===== src/rtl/usb_susp_pkg.sv =====
package usb_susp_pkg;
   localparam int FLAG_CNT = 4;
   localparam int FL_SOF  = 0;
   localparam int FL_ESOF = 1;
   localparam int FL_SUSP = 2;
   localparam int FL_WKUP = 3;
   typedef logic [FLAG_CNT-1:0] flag_vec_t;
endpackage


===== src/rtl/usb_frame_window.sv =====
module usb_frame_window #(
   parameter int TICKS_PER_MS = 1000
) (
   input  logic clk,
   input  logic rst_n,
   input  logic tick_i,
   input  logic sof_i,
   input  logic busrst_i,
   output logic esof_o,
   output logic locked_o
);
   localparam int WIN_W = (TICKS_PER_MS > 2) ? $clog2(TICKS_PER_MS) : 1;
   localparam logic [WIN_W-1:0] WIN_LAST = WIN_W'(TICKS_PER_MS - 1);

   initial begin
      if (TICKS_PER_MS < 2) $error("TICKS_PER_MS must be at least 2");
   end

   logic [WIN_W-1:0] win_q;
   logic             lock_q;

   assign esof_o   = tick_i && !sof_i && !busrst_i && (win_q == WIN_LAST);
   assign locked_o = lock_q;

   always_ff @(posedge clk or negedge rst_n) begin
      if (!rst_n) begin
         win_q  <= '0;
         lock_q <= 1'b0;
      end else begin
         if (sof_i) lock_q <= 1'b1;
         if (busrst_i || sof_i)  win_q <= '0;
         else if (esof_o)        win_q <= '0;
         else if (tick_i)        win_q <= win_q + 1'b1;
      end
   end

   assert_sof_restart_R4: assert property (@(posedge clk) disable iff (!rst_n)
      sof_i |=> !esof_o);
   assert_lock_sticky_R2: assert property (@(posedge clk) disable iff (!rst_n)
      locked_o |=> locked_o);
endmodule


===== src/rtl/usb_idle_monitor.sv =====
module usb_idle_monitor #(
   parameter int MISS_LIMIT = 3
) (
   input  logic clk,
   input  logic rst_n,
   input  logic esof_i,
   input  logic sof_i,
   input  logic act_i,
   input  logic busrst_i,
   input  logic susp_active_i,
   input  logic resume_done_i,
   output logic susp_evt_o,
   output logic wkup_evt_o
);
   localparam int MISS_W = (MISS_LIMIT > 2) ? $clog2(MISS_LIMIT) : 1;
   localparam logic [MISS_W-1:0] MISS_LAST = MISS_W'(MISS_LIMIT - 1);

   initial begin
      if (MISS_LIMIT < 2) $error("MISS_LIMIT must be at least 2");
   end

   logic [MISS_W-1:0] miss_q;
   logic              armed_q;
   logic              gate;
   logic              run_break;

   assign gate       = armed_q && !susp_active_i;
   assign run_break  = !gate || busrst_i || sof_i || act_i;
   assign susp_evt_o = !run_break && esof_i && (miss_q == MISS_LAST);
   assign wkup_evt_o = susp_active_i && act_i;

   always_ff @(posedge clk or negedge rst_n) begin
      if (!rst_n) begin
         miss_q  <= '0;
         armed_q <= 1'b0;
      end else begin
         if (susp_active_i)                  armed_q <= 1'b0;
         else if (busrst_i || resume_done_i) armed_q <= 1'b1;

         if (run_break || susp_evt_o) miss_q <= '0;
         else if (esof_i)             miss_q <= miss_q + 1'b1;
      end
   end

   assert_miss_bound_R6: assert property (@(posedge clk) disable iff (!rst_n)
      miss_q <= MISS_LAST);
   assert_disarm_R8: assert property (@(posedge clk) disable iff (!rst_n)
      susp_active_i |=> !armed_q);
   assert_activity_clears_R7: assert property (@(posedge clk) disable iff (!rst_n)
      act_i |=> (miss_q == '0));
endmodule


===== src/rtl/usb_flag_bank.sv =====
module usb_flag_bank #(
   parameter int N = 4
) (
   input  logic         clk,
   input  logic         rst_n,
   input  logic [N-1:0] set_i,
   input  logic         wr_i,
   input  logic [N-1:0] wdata_i,
   output logic [N-1:0] flags_o
);
   initial begin
      if (N < 1) $error("flag bank needs at least one flag");
   end

   for (genvar g = 0; g < N; g++) begin : g_flag
      logic bit_q;
      always_ff @(posedge clk or negedge rst_n) begin
         if (!rst_n)               bit_q <= 1'b0;
         else if (set_i[g])        bit_q <= 1'b1;
         else if (wr_i && !wdata_i[g]) bit_q <= 1'b0;
      end
      assign flags_o[g] = bit_q;

      assert_set_wins_R11: assert property (@(posedge clk) disable iff (!rst_n)
         set_i[g] |=> flags_o[g]);
      assert_keep_on_one_R10: assert property (@(posedge clk) disable iff (!rst_n)
         (flags_o[g] && wr_i && wdata_i[g]) |=> flags_o[g]);
   end
endmodule


===== src/rtl/usb_susp_timer.sv =====
module usb_susp_timer
   import usb_susp_pkg::*;
#(
   parameter int TICKS_PER_MS = 1000,
   parameter int MISS_LIMIT   = 3
) (
   input  logic                clk,
   input  logic                rst_n,
   input  logic                ms_tick_i,
   input  logic                sof_rx_i,
   input  logic                bus_act_i,
   input  logic                bus_reset_i,
   input  logic                susp_active_i,
   input  logic                resume_done_i,
   input  logic                flag_wr_i,
   input  logic [FLAG_CNT-1:0] flag_wdata_i,
   output logic                flag_sof_o,
   output logic                flag_esof_o,
   output logic                flag_susp_o,
   output logic                flag_wkup_o,
   output logic                wakeup_o,
   output logic                locked_o
);
   logic      esof_evt;
   logic      susp_evt;
   logic      wkup_evt;
   logic      wake_q;
   flag_vec_t set_vec;
   flag_vec_t flags;

   usb_frame_window #(.TICKS_PER_MS(TICKS_PER_MS)) u_window (
      .clk      (clk),
      .rst_n    (rst_n),
      .tick_i   (ms_tick_i),
      .sof_i    (sof_rx_i),
      .busrst_i (bus_reset_i),
      .esof_o   (esof_evt),
      .locked_o (locked_o)
   );

   usb_idle_monitor #(.MISS_LIMIT(MISS_LIMIT)) u_idle (
      .clk           (clk),
      .rst_n         (rst_n),
      .esof_i        (esof_evt),
      .sof_i         (sof_rx_i),
      .act_i         (bus_act_i),
      .busrst_i      (bus_reset_i),
      .susp_active_i (susp_active_i),
      .resume_done_i (resume_done_i),
      .susp_evt_o    (susp_evt),
      .wkup_evt_o    (wkup_evt)
   );

   always_comb begin
      set_vec          = '0;
      set_vec[FL_SOF]  = sof_rx_i;
      set_vec[FL_ESOF] = esof_evt;
      set_vec[FL_SUSP] = susp_evt;
      set_vec[FL_WKUP] = wkup_evt;
   end

   usb_flag_bank #(.N(FLAG_CNT)) u_flags (
      .clk     (clk),
      .rst_n   (rst_n),
      .set_i   (set_vec),
      .wr_i    (flag_wr_i),
      .wdata_i (flag_wdata_i),
      .flags_o (flags)
   );

   always_ff @(posedge clk or negedge rst_n) begin
      if (!rst_n) wake_q <= 1'b0;
      else        wake_q <= wkup_evt;
   end

   assign wakeup_o    = wake_q;
   assign flag_sof_o  = flags[FL_SOF];
   assign flag_esof_o = flags[FL_ESOF];
   assign flag_susp_o = flags[FL_SUSP];
   assign flag_wkup_o = flags[FL_WKUP];

   assert_wake_strobe_R9: assert property (@(posedge clk) disable iff (!rst_n)
      (susp_active_i && bus_act_i) |=> (wakeup_o && flag_wkup_o));
   assert_no_wake_awake_R9: assert property (@(posedge clk) disable iff (!rst_n)
      !susp_active_i |=> !wakeup_o);
endmodule


===== config.mk =====
export PLATFORM = sky130hd
export DESIGN_NAME = usb_susp_timer
export DESIGN_NICKNAME = d
export VERILOG_FILES = /design/src/rtl/usb_susp_pkg.sv /design/src/rtl/usb_frame_window.sv /design/src/rtl/usb_idle_monitor.sv /design/src/rtl/usb_flag_bank.sv /design/src/rtl/usb_susp_timer.sv
export SDC_FILE = /design/constraint.sdc
export NUM_CORES = 1
export LEC_CHECK = 0
export ABC_AREA = 1
export BUFFER_PORTS_ARGS = -buffer_cell sky130_fd_sc_hd__buf_2
export CAP_MARGIN = 10
export CELL_PAD_IN_SITES_DETAIL_PLACEMENT = 1
export CELL_PAD_IN_SITES_GLOBAL_PLACEMENT = 1
export CORE_ASPECT_RATIO = 0.75
export CORE_MARGIN = 5
export CORE_UTILIZATION = 45
export CTS_BUF_LIST = sky130_fd_sc_hd__clkbuf_4 sky130_fd_sc_hd__clkbuf_8
export DETAILED_ROUTE_END_ITERATION = 10
export GPL_ROUTABILITY_DRIVEN = 0
export PLACE_DENSITY_LB_ADDON = 0.1
export SLEW_MARGIN = 25
export SYNTH_ARGS = -nofsm -noshare
export SYNTH_HDL_FRONTEND = slang
export SYNTH_SLANG_ARGS = --single-unit

===== constraint.sdc =====
create_clock -name clk -period 2.9 [get_ports clk]
set_input_delay 0.435 -clock clk [delete_from_list [all_inputs] [get_ports clk]]
set_output_delay 0.435 -clock clk [all_outputs]
set_load 0.01 [all_outputs]

# Yosys cells after proc, flatten, opt, wreduce, memory -nomap -nowiden
# Index checks and enable logic that the tools add are counted.
[totals] reg_bits=19 in_bits=13 output_inout_bits=6
[op_classes] add_sub_neg=2 eq_ne=2 mux=15 n_reduce_logical=33
[op_table] op="two-way mux 10 bit" n=3
[op_table] op="nonzero test 2 bit" n=6
[op_table] op="logical AND 1 bit" n=11
[op_table] op="adder 10 x 1 -> 10 bit, second input constant" n=1
[op_table] op="== test 10 bit, second input constant" n=1
[op_table] op="two-way mux 1 bit" n=10
[op_table] op="zero test 1 bit" n=9
[op_table] op="logical OR 1 bit" n=6
[op_table] op="two-way mux 2 bit" n=2
[op_table] op="nonzero test 3 bit" n=1
[op_table] op="adder 2 x 1 -> 2 bit, second input constant" n=1
[op_table] op="== test 2 bit, second input constant" n=1

# Depth between registers and ports, before layout
# Gate-level depths: netlist (run 1).
[logic_depth] word_depth=11 ltp_mapped=8 ltp_nobuf=8

# By module
# From an unflattened synthesis (run 1), not the netlist that was laid out.
[unflattened] cells_unflattened=139 hier_area_um2=1079.8
[by_module_without_submodules] module="usb_frame_window" n_inst=1 cells_each=80 area_each_um2=658.1 seq_area_each_um2=275.3
[by_module_without_submodules] module="usb_flag_bank" n_inst=1 cells_each=28 area_each_um2=205.2 seq_area_each_um2=100.1
[by_module_without_submodules] module="usb_idle_monitor" n_inst=1 cells_each=30 area_each_um2=191.4 seq_area_each_um2=75.1
[by_module_without_submodules] module="usb_susp_timer" n_inst=1 cells_each=1 area_each_um2=25.0 seq_area_each_um2=25.0

# Worst setup path before layout (run 1)
# No wires, ideal clock.
[synth_path] path_kind="reg2reg" start="register u_window.win_q[0]" end="register u_window.win_q[5]" setup_time_ps=65 arrival_ps=1233 setup_slack_ps=1602 path_stages_with_launch=9 n_path_buf=0 synth_period_minus_slack_ps=1298 path_cell_list="dfrtp_1 > ha_1 > nand2_1 > inv_1 > nand2_4 > nor2_8 > nor2_4 > nand3_2 > nand2_1"
[synth_via] elab_chain_cells=4 elab_cells_between_ends=7 cone_classes="1 x add/sub; 1 x eq/ne; 3 x mux; 2 x reduce/logical"
[synth_lines] element="start, declared" line_no="usb_frame_window.sv:19" rtl="logic [WIN_W-1:0] win_q;"
[synth_lines] element="start signal, assigned" line_no="usb_frame_window.sv:33" rtl="else if (tick_i) win_q <= win_q + 1'b1;"
[synth_lines] element="adder 10 x 1 -> 10 bit or == test 10 bit (tied branches)" line_no="usb_frame_window.sv:33, usb_frame_window.sv:22"
[synth_lines] element="two-way mux 10 bit or logical AND 1 bit (tied branches)" line_no="usb_frame_window.sv:33, usb_frame_window.sv:22"
[synth_lines] element="two-way mux 10 bit" line_no="usb_frame_window.sv:32" rtl="else if (esof_o) win_q <= '0;"
[synth_lines] element="two-way mux 10 bit" line_no="usb_frame_window.sv:31" rtl="if (busrst_i || sof_i) win_q <= '0;"
# Several ways; a longest one is shown, not always the timed one. The select of a mux whose other input is x is not followed.
# A chain may end at the register's enable or synchronous reset.

# Worst setup path after layout (run 1)
# Ends and elaborated chain as after synthesis.

==> key figures, run 1 <==
Status
  • Status: finished clean

Floorplan
  • IO Pins: 19
  • DIE AREA: 3500 µm²
  • Die Y: 52.5 µm
  • Initial Utilization: 46.9%
  • Rows: 15
  • Die Wd: ~67 µm
  • Core area: 2310 µm²

STA
  • Unrepaired setup endpoints after global routing: no
  • Crit share post-route: between 50% and 60%
  • Clock Skew: 0.00423 ns
  • Final hold vios: 0
  • Worst Max-Slew Pin Slew: 0.446 ns
  • Max-Slew Margin vs Limit: 70.3%
  • Achievable Freq: 670 MHz
  • Final WS setup: 1.41 ns
  • Shortest period the worst path allows: about 1.5 ns
  • Setup Viol. Count Final: 0
  • Final Max Slew Viols: 0
  • Setup TNS: 0 ns

Global route
  • Vias in the first global route: 1019
  • Largest net degree at the start of global routing: 20
  • Total track usage: 18.3%
  • Initial antenna violation count: 0
  • Gr ovfl total: 0
  • First-pass GRT wire length: around 4700 µm

Logic synthesis
  • Syn_area_per_cell: 8.33 µm²
  • Register area share after synthesis: about 44%
  • Post-Synth Adder-Cell Area: 2.31%
  • Synth Register Bits: 19
  • Main combinational cell family by area after synthesis: simple AND/OR/NAND/NOR gates
  • Xor/xnor share of the synthesized area: less than 1%
  • Synth warn: 0
  • Synth cell types: 24
  • Synth Area in Simple Gates: approximately two fifths
  • Syn Nets: 145
  • Post-synthesis cell count: 130
  • Multiplexer share of the synthesized area: 0%
  • Synth Area in Compound Gates: 8.08%
  • Post-synthesis cell area: 1080 µm²

Worst setup path
  • Crit path from: u_window.win_q[0]
  • CP Capture Type: register
  • Reg2Reg Depth: 8
  • Critical path, cell by cell: ha_1 > nand2_1 > inv_1 > nand2_4 > nor2_8 > nor2_4 > nand3_2 > nand2_1
  • Buf+Inv Stages, Crit Path: 1
  • CP endpoint: u_window.win_q[5]
  • CP startpoint kind: register
  • R2r startpoint: u_window.win_q[0]
  • Worst reg-to-reg setup slack: 1.41 ns
  • Setup CP Type: reg -> reg
  • Cell family with most CP delay: simple AND/OR/NAND/NOR gates
  • CP max FO: 7
  • Critical path's most frequent cell: nand2_1
  • Crit path max-delay cell type: dfrtp_1
  • Worst reg2reg path endpoint: u_window.win_q[5]
  • CP peak stage delay: 0.46 ns
  • Stages on worst setup path: 8
  • CP required: 3.15 ns
  • Critical path data arrival time: 1.75 ns

Pwr
  • Leak Pwr: 0.703 nW
  • Power Dens Cells: approximately 360 nW/µm²
  • Max VDD drop: between 0.2 and 0.25 mV
  • Final Total Pwr: 0.000452 W

Placed design
  • Setup Slack @ Placement: roughly 1.4 ns
  • Placed Area: 1220 µm²
  • Post-DP HPWL: 2120 µm
  • Placed cells: 182
  • Port-buffer cells: 18

Flow run
  • Max_cap viols: 0

Worst hold path
  • Worst Hold Class: in -> async

Drt
  • Final WL: 2680 µm
  • Vias: 930
  • Wire length on met2: 1250 µm
  • Vias per cell: 5.00
  • Number of remaining DRC errors: 0
  • Wire length per cell: 14.4 µm
  • Met1 Routed Length: approximately 1300 µm
  • Starting DRT DRC Count: 43
  • WL met3: ~110 µm
  • Top routing layer used: met4
  • Antenna viol nets, final: 0
  • Pre-antenna DRT Iters: 4

CTS
  • Clock buffer depth: 2
  • Num CTS Buffers: 3
  • Worst skew pair latency: 0.31 ns
  • Clock transition at path regs: 0.12 ns
  • # H-tree levels: 1
  • CTS sink count: 19
  • CTS Root Cell: clkbuf_4
  • Post-CTS Resized: 0
  • Hold buffer count at CTS: 0
  • Setup Fix Bufs, Post-CTS: 0
  • CTS tree: done

Finish
  • Multi-input gate area: ~540 µm²
  • Nets@finish: 168
  • Fillers: 302
  • Layout cells sized above 1: 27.6%
  • Most common cell after layout, fill and taps aside: nand2_1
  • Fin area: ~1200 µm²
  • Total area of sequential cells: 475 µm²
  • N_diodes: 0
  • Most frequent cells in the layout: 37 x nand2_1, 19 x dfrtp_1, 18 x buf_2, 17 x inv_1, 10 x nor2_1
  • Post-Layout Cell Count: 186
  • Area Overhead vs Synth: 14.8%
## stage by stage
| stage | hold WS [ns] | utilization (%) |
|---|---|---|
| after floorplan | 0.139 | - |
| after global placement | 0.399 | 52.7 |
| after detailed placement | 0.401 | 52.7 |
| after CTS | 0.0507 | 53.9 |
| after global routing | 0.0628 | 53.9 |
| final | 0.0530 | 53.9 |
## worst reg2reg max path: cells and delay by family, from the launching register on
kind	cells	cell delay, ns
buffers and inverters	1	0.11
DFF	1	0.46
adders and majority gates	1	0.24
and+or+nand+nor	6	0.64
## cell type report
class	instances	area share, %
Clock buffer	3	1.81
Timing Repair Buffer	18	7.24
Inverter	19	5.73
Tap cell	34	3.42
Sequential cell	19	38.2
Multi-Input combinational cell	92	43.2
Clock inverter	1	0.402
## layer usage
layer	track usage [%]	up-vias
met4	6.42	0
met3	6.22	4
li1	-	461
met2	29.6	20
met1	22.8	445
met5	0	-
## sequential cells by signal, summed over array words and instances, names as in the netlist
signal	count
u_window.win_q	10
wakeup_o	1
u_flags.g_flag.bit_q	4
u_window.locked_o	1
u_idle.miss_q	2
u_idle.armed_q	1
## cells in the mapped netlist
cell      instances  area share [%]
a211oi_1          1            0.69
a21o_1            1            0.69
a21oi_1           2            0.92
dfrtp_1          19              44
ha_1              2             2.3
inv_1            17             5.9
inv_2             2            0.69
nand2_1          37              13
nand2_2           1            0.58
nand2_4           3             3.1
nand3_1           8             3.7
nand3_2           5             4.6
nand3_4           1             1.6
nand4_1           4             2.3
nor2_1           10             3.5
nor2_2            1            0.58
nor2_4            3             3.1
nor2_8            1             1.8
o21ai_0           6             2.8
o21ai_2           1            0.81
o21bai_2          1             1.0
o22ai_1           2             1.2
or2_2             1            0.58
xor2_1            1            0.81
## report_power, final
group | internal (W) | switching [W] | total, W
logic | 0.0000129 | 0.0000245 | 0.0000374
clock network | 0.0000515 | 0.0000898 | 0.000141
registers | 0.000270 | 0.00000310 | 0.000273
## cell families after synthesis
group | count (synthesis)
AO/OA/AOI/OAI | 14
XOR/XNOR | 1
adder cells (fa/ha/maj) | 2
buffers and inverters | 19
flip-flops | 19
AND/OR/NAND/NOR | 75
## how the worst min path moves through the flow
stage	slack (ns)	start	cells past startpoint	end
finish	0.05	rst_n	1	u_window.win_q[4]
global route	0.06	rst_n	1	u_window.win_q[4]
CTS	0.05	rst_n	1	u_window.win_q[4]
detailed placement	0.40	rst_n	1	u_window.win_q[8]
global placement	0.40	rst_n	1	u_window.win_q[8]
floorplan	0.14	rst_n	0	u_flags.g_flag[0].bit_q
(Power assumes the default switching activity.)
==> run 2: changes to the inputs <==
--- a/config.mk
+++ b/config.mk
@@ -12,7 +12,7 @@
 export CELL_PAD_IN_SITES_GLOBAL_PLACEMENT = 1
 export CORE_ASPECT_RATIO = 0.75
 export CORE_MARGIN = 5
-export CORE_UTILIZATION = 45
+export CORE_UTILIZATION = 42
 export CTS_BUF_LIST = sky130_fd_sc_hd__clkbuf_4 sky130_fd_sc_hd__clkbuf_8
 export DETAILED_ROUTE_END_ITERATION = 10
 export GPL_ROUTABILITY_DRIVEN = 0
==> constraint.sdc (replaced) <==
create_clock -name clk -period 1.48 [get_ports clk]
set_input_delay 0.222 -clock clk [delete_from_list [all_inputs] [get_ports clk]]
set_output_delay 0.222 -clock clk [all_outputs]
set_load 0.01 [all_outputs]
==> run 2 against run 1 <==
Effect of this change:
- clock skew barely moved
- hold slack improved by 0.044 ns
- design area rose by 3.2%
- critical path type unchanged
- critical endpoint is now u_window.win_q[6]
- largest cell class unchanged
- largest power group unchanged
==> key figures, run 2 (synthesis results as in run 1) <==
Drt
  • Wire length per cell: 13.7 µm
  • Starting DRT DRC Count: 27
  • Vias: 913
  • Antenna viol nets, final: 0
  • Pre-antenna DRT Iters: 4
  • Vias per cell: approximately 4.8
  • Number of remaining DRC errors: 0
  • Final WL: between 2000 and 3000 µm

Worst setup path
  • Reg2Reg Depth: 8
  • CP required: 1.72 ns
  • Crit path max-delay cell type: dfrtp_1
  • Crit path from: u_window.win_q[0]
  • Worst reg-to-reg setup slack: roughly 0.085 ns
  • Critical path, cell by cell: ha_1 > nand2_2 > inv_2 > nand2_4 > nor2_8 > nor2_4 > nand3_2 > nand2_1
  • CP endpoint: u_window.win_q[6]
  • CP max FO: 6
  • Worst reg2reg path endpoint: u_window.win_q[6]
  • CP peak stage delay: 0.40 ns
  • CP Capture Type: register
  • R2r startpoint: u_window.win_q[0]
  • Critical path data arrival time: 1.63 ns
  • CP startpoint kind: register
  • Setup CP Type: reg -> reg

STA
  • Shortest period the worst path allows: 1.39 ns
  • Worst Max-Slew Pin Slew: 0.449 ns
  • Max-Slew Margin vs Limit: 70.1%
  • Unrepaired setup endpoints after global routing: yes
  • Setup Viol. Count Final: 0
  • Final Max Slew Viols: 0
  • Final hold vios: 0
  • Final WS setup: about 0.085 ns
  • Crit share post-route: 94.2%
  • Clock Skew: about 0.0044 ns
  • Achievable Freq: 717 MHz

Floorplan
  • IO Pins: 19
  • Initial Utilization: between 40% and 50%
  • Die Y: 54.0 µm
  • DIE AREA: 3710 µm²
  • Core area: 2540 µm²
  • Rows: 16
  • Die Wd: 68.7 µm

Finish
  • Top flop regs: u_window.win_q: 10 flops, u_flags.g_flag.bit_q: 4 flops, u_idle.miss_q: 2 flops
  • Most common cell after layout, fill and taps aside: nand2_1
  • Layout cells sized above 1: 30.8%
  • N_diodes: 0
  • Area Overhead vs Synth: 18.5%
  • Fillers: 337
  • Max FFs per register: 10
  • Post-Layout Cell Count: between 150 and 200
  • Largest Register: u_window.win_q
  • Fin area: 1280 µm²
  • Most frequent cells in the layout: 36 x nand2_1, 19 x dfrtp_1, 18 x buf_2, 16 x inv_1, 9 x nor2_1
  • Layout Utilization: 50.5%
  • Nets@finish: approximately 170

Global route
  • Vias in the first global route: 977
  • Total track usage: 16.7%
  • First-pass GRT wire length: 4440 µm
  • Largest net degree at the start of global routing: 20
  • Initial antenna violation count: 0
  • Gr ovfl total: 0

Placed design
  • Placed cells: 185
  • Port-buffer cells: 18
  • Placed Area: 1230 µm²
  • Setup Slack @ Placement: 0.0154 ns
  • Post-DP HPWL: 2180 µm

CTS
  • Num CTS Buffers: 3
  • CTS sink count: 19
  • # H-tree levels: 1
  • Clock transition at path regs: 0.10 ns
  • CTS tree: done
  • Worst skew pair latency: 0.29 ns
  • Clock buffer depth: 2
  • CTS Root Cell: clkbuf_4

Pwr
  • Max VDD drop: 0.476 mV
  • Leak Pwr: 0.721 nW
  • Power Dens Cells: slightly below 700 nW/µm²

Status
  • Status: finished clean

Flow run
  • Max_cap viols: 0

Worst hold path
  • Worst Hold Class: in -> reg
## run 2: where the power goes
group          switching, W  internal (W)  total (W)
clock network      0.000153      0.000101   0.000254
logic             0.0000500     0.0000308  0.0000808
registers        0.00000398      0.000529   0.000533
## run 2: layout make-up
type | count | area, µm² | share of cell area (%)
Sequential cell | 19 | 475 | 37.0
Clock buffer | 3 | 22.5 | 1.75
Timing Repair Buffer | 22 | 123 | 9.55
Inverter | 19 | 71.3 | 5.56
Tap cell | 36 | 45.0 | 3.51
Multi-Input combinational cell | 92 | 542 | 42.2
Clock inverter | 1 | 5.00 | 0.390
## run 2: worst min path at each step
stage                             start                 endpoint  slack, ns  cells after the start
after global routing      susp_active_i           u_idle.armed_q       0.07                      2
after detailed placement          rst_n        u_window.win_q[9]       0.19                      1
after floorplan                   rst_n  u_flags.g_flag[0].bit_q      -0.07                      0
after CTS                 susp_active_i           u_idle.armed_q       0.08                      2
final                     susp_active_i           u_idle.armed_q        0.1                      2
after global placement            rst_n        u_window.win_q[6]       0.18                      1
## run 2: routing by layer
metal / wire length, µm / global-route usage (%) / part of all wire (%)
met1: 1260 / 21.6 / 48
met2: 1270 / 27.1 / 48
met3: 97 / 5.22 / 3.7
met4: 8 / 3.96 / 0.30
met5: 0 / 0 / 0
## run 2: critical path: cells and delay by family, from the launching register on
kind	cells	cell delay, ns
adder cells (fa/ha/maj)	1	0.24
buffers and inverters	1	0.07
flip-flops	1	0.40
AND/OR/NAND/NOR	6	0.63
## run 2: stage by stage
stage | setup TNS (ns) | hold slack (ns) | total power, W
floorplan | 0 | -0.0736 | 0.000575
global placement | 0 | 0.185 | 0.000617
detailed placement | 0 | 0.194 | 0.000621
CTS | 0 | 0.0806 | 0.000887
global route | -0.0357 | 0.0680 | 0.000928
finish | 0 | 0.0974 | 0.000867
## run 2: what timing repair did
| action | 4_1_cts | 5_1_grt |
|---|---|---|
| endpoints found under the hold margin | 19 | 0 |
| gates resized for setup | 1 | 2 |
| pin swaps | 1 | 1 |
| setup endpoints to repair | 1 | 6 |
| cloned | 0 | 0 |
| hold buffers | 1 | 0 |
| buffers inserted | 2 | 0 |
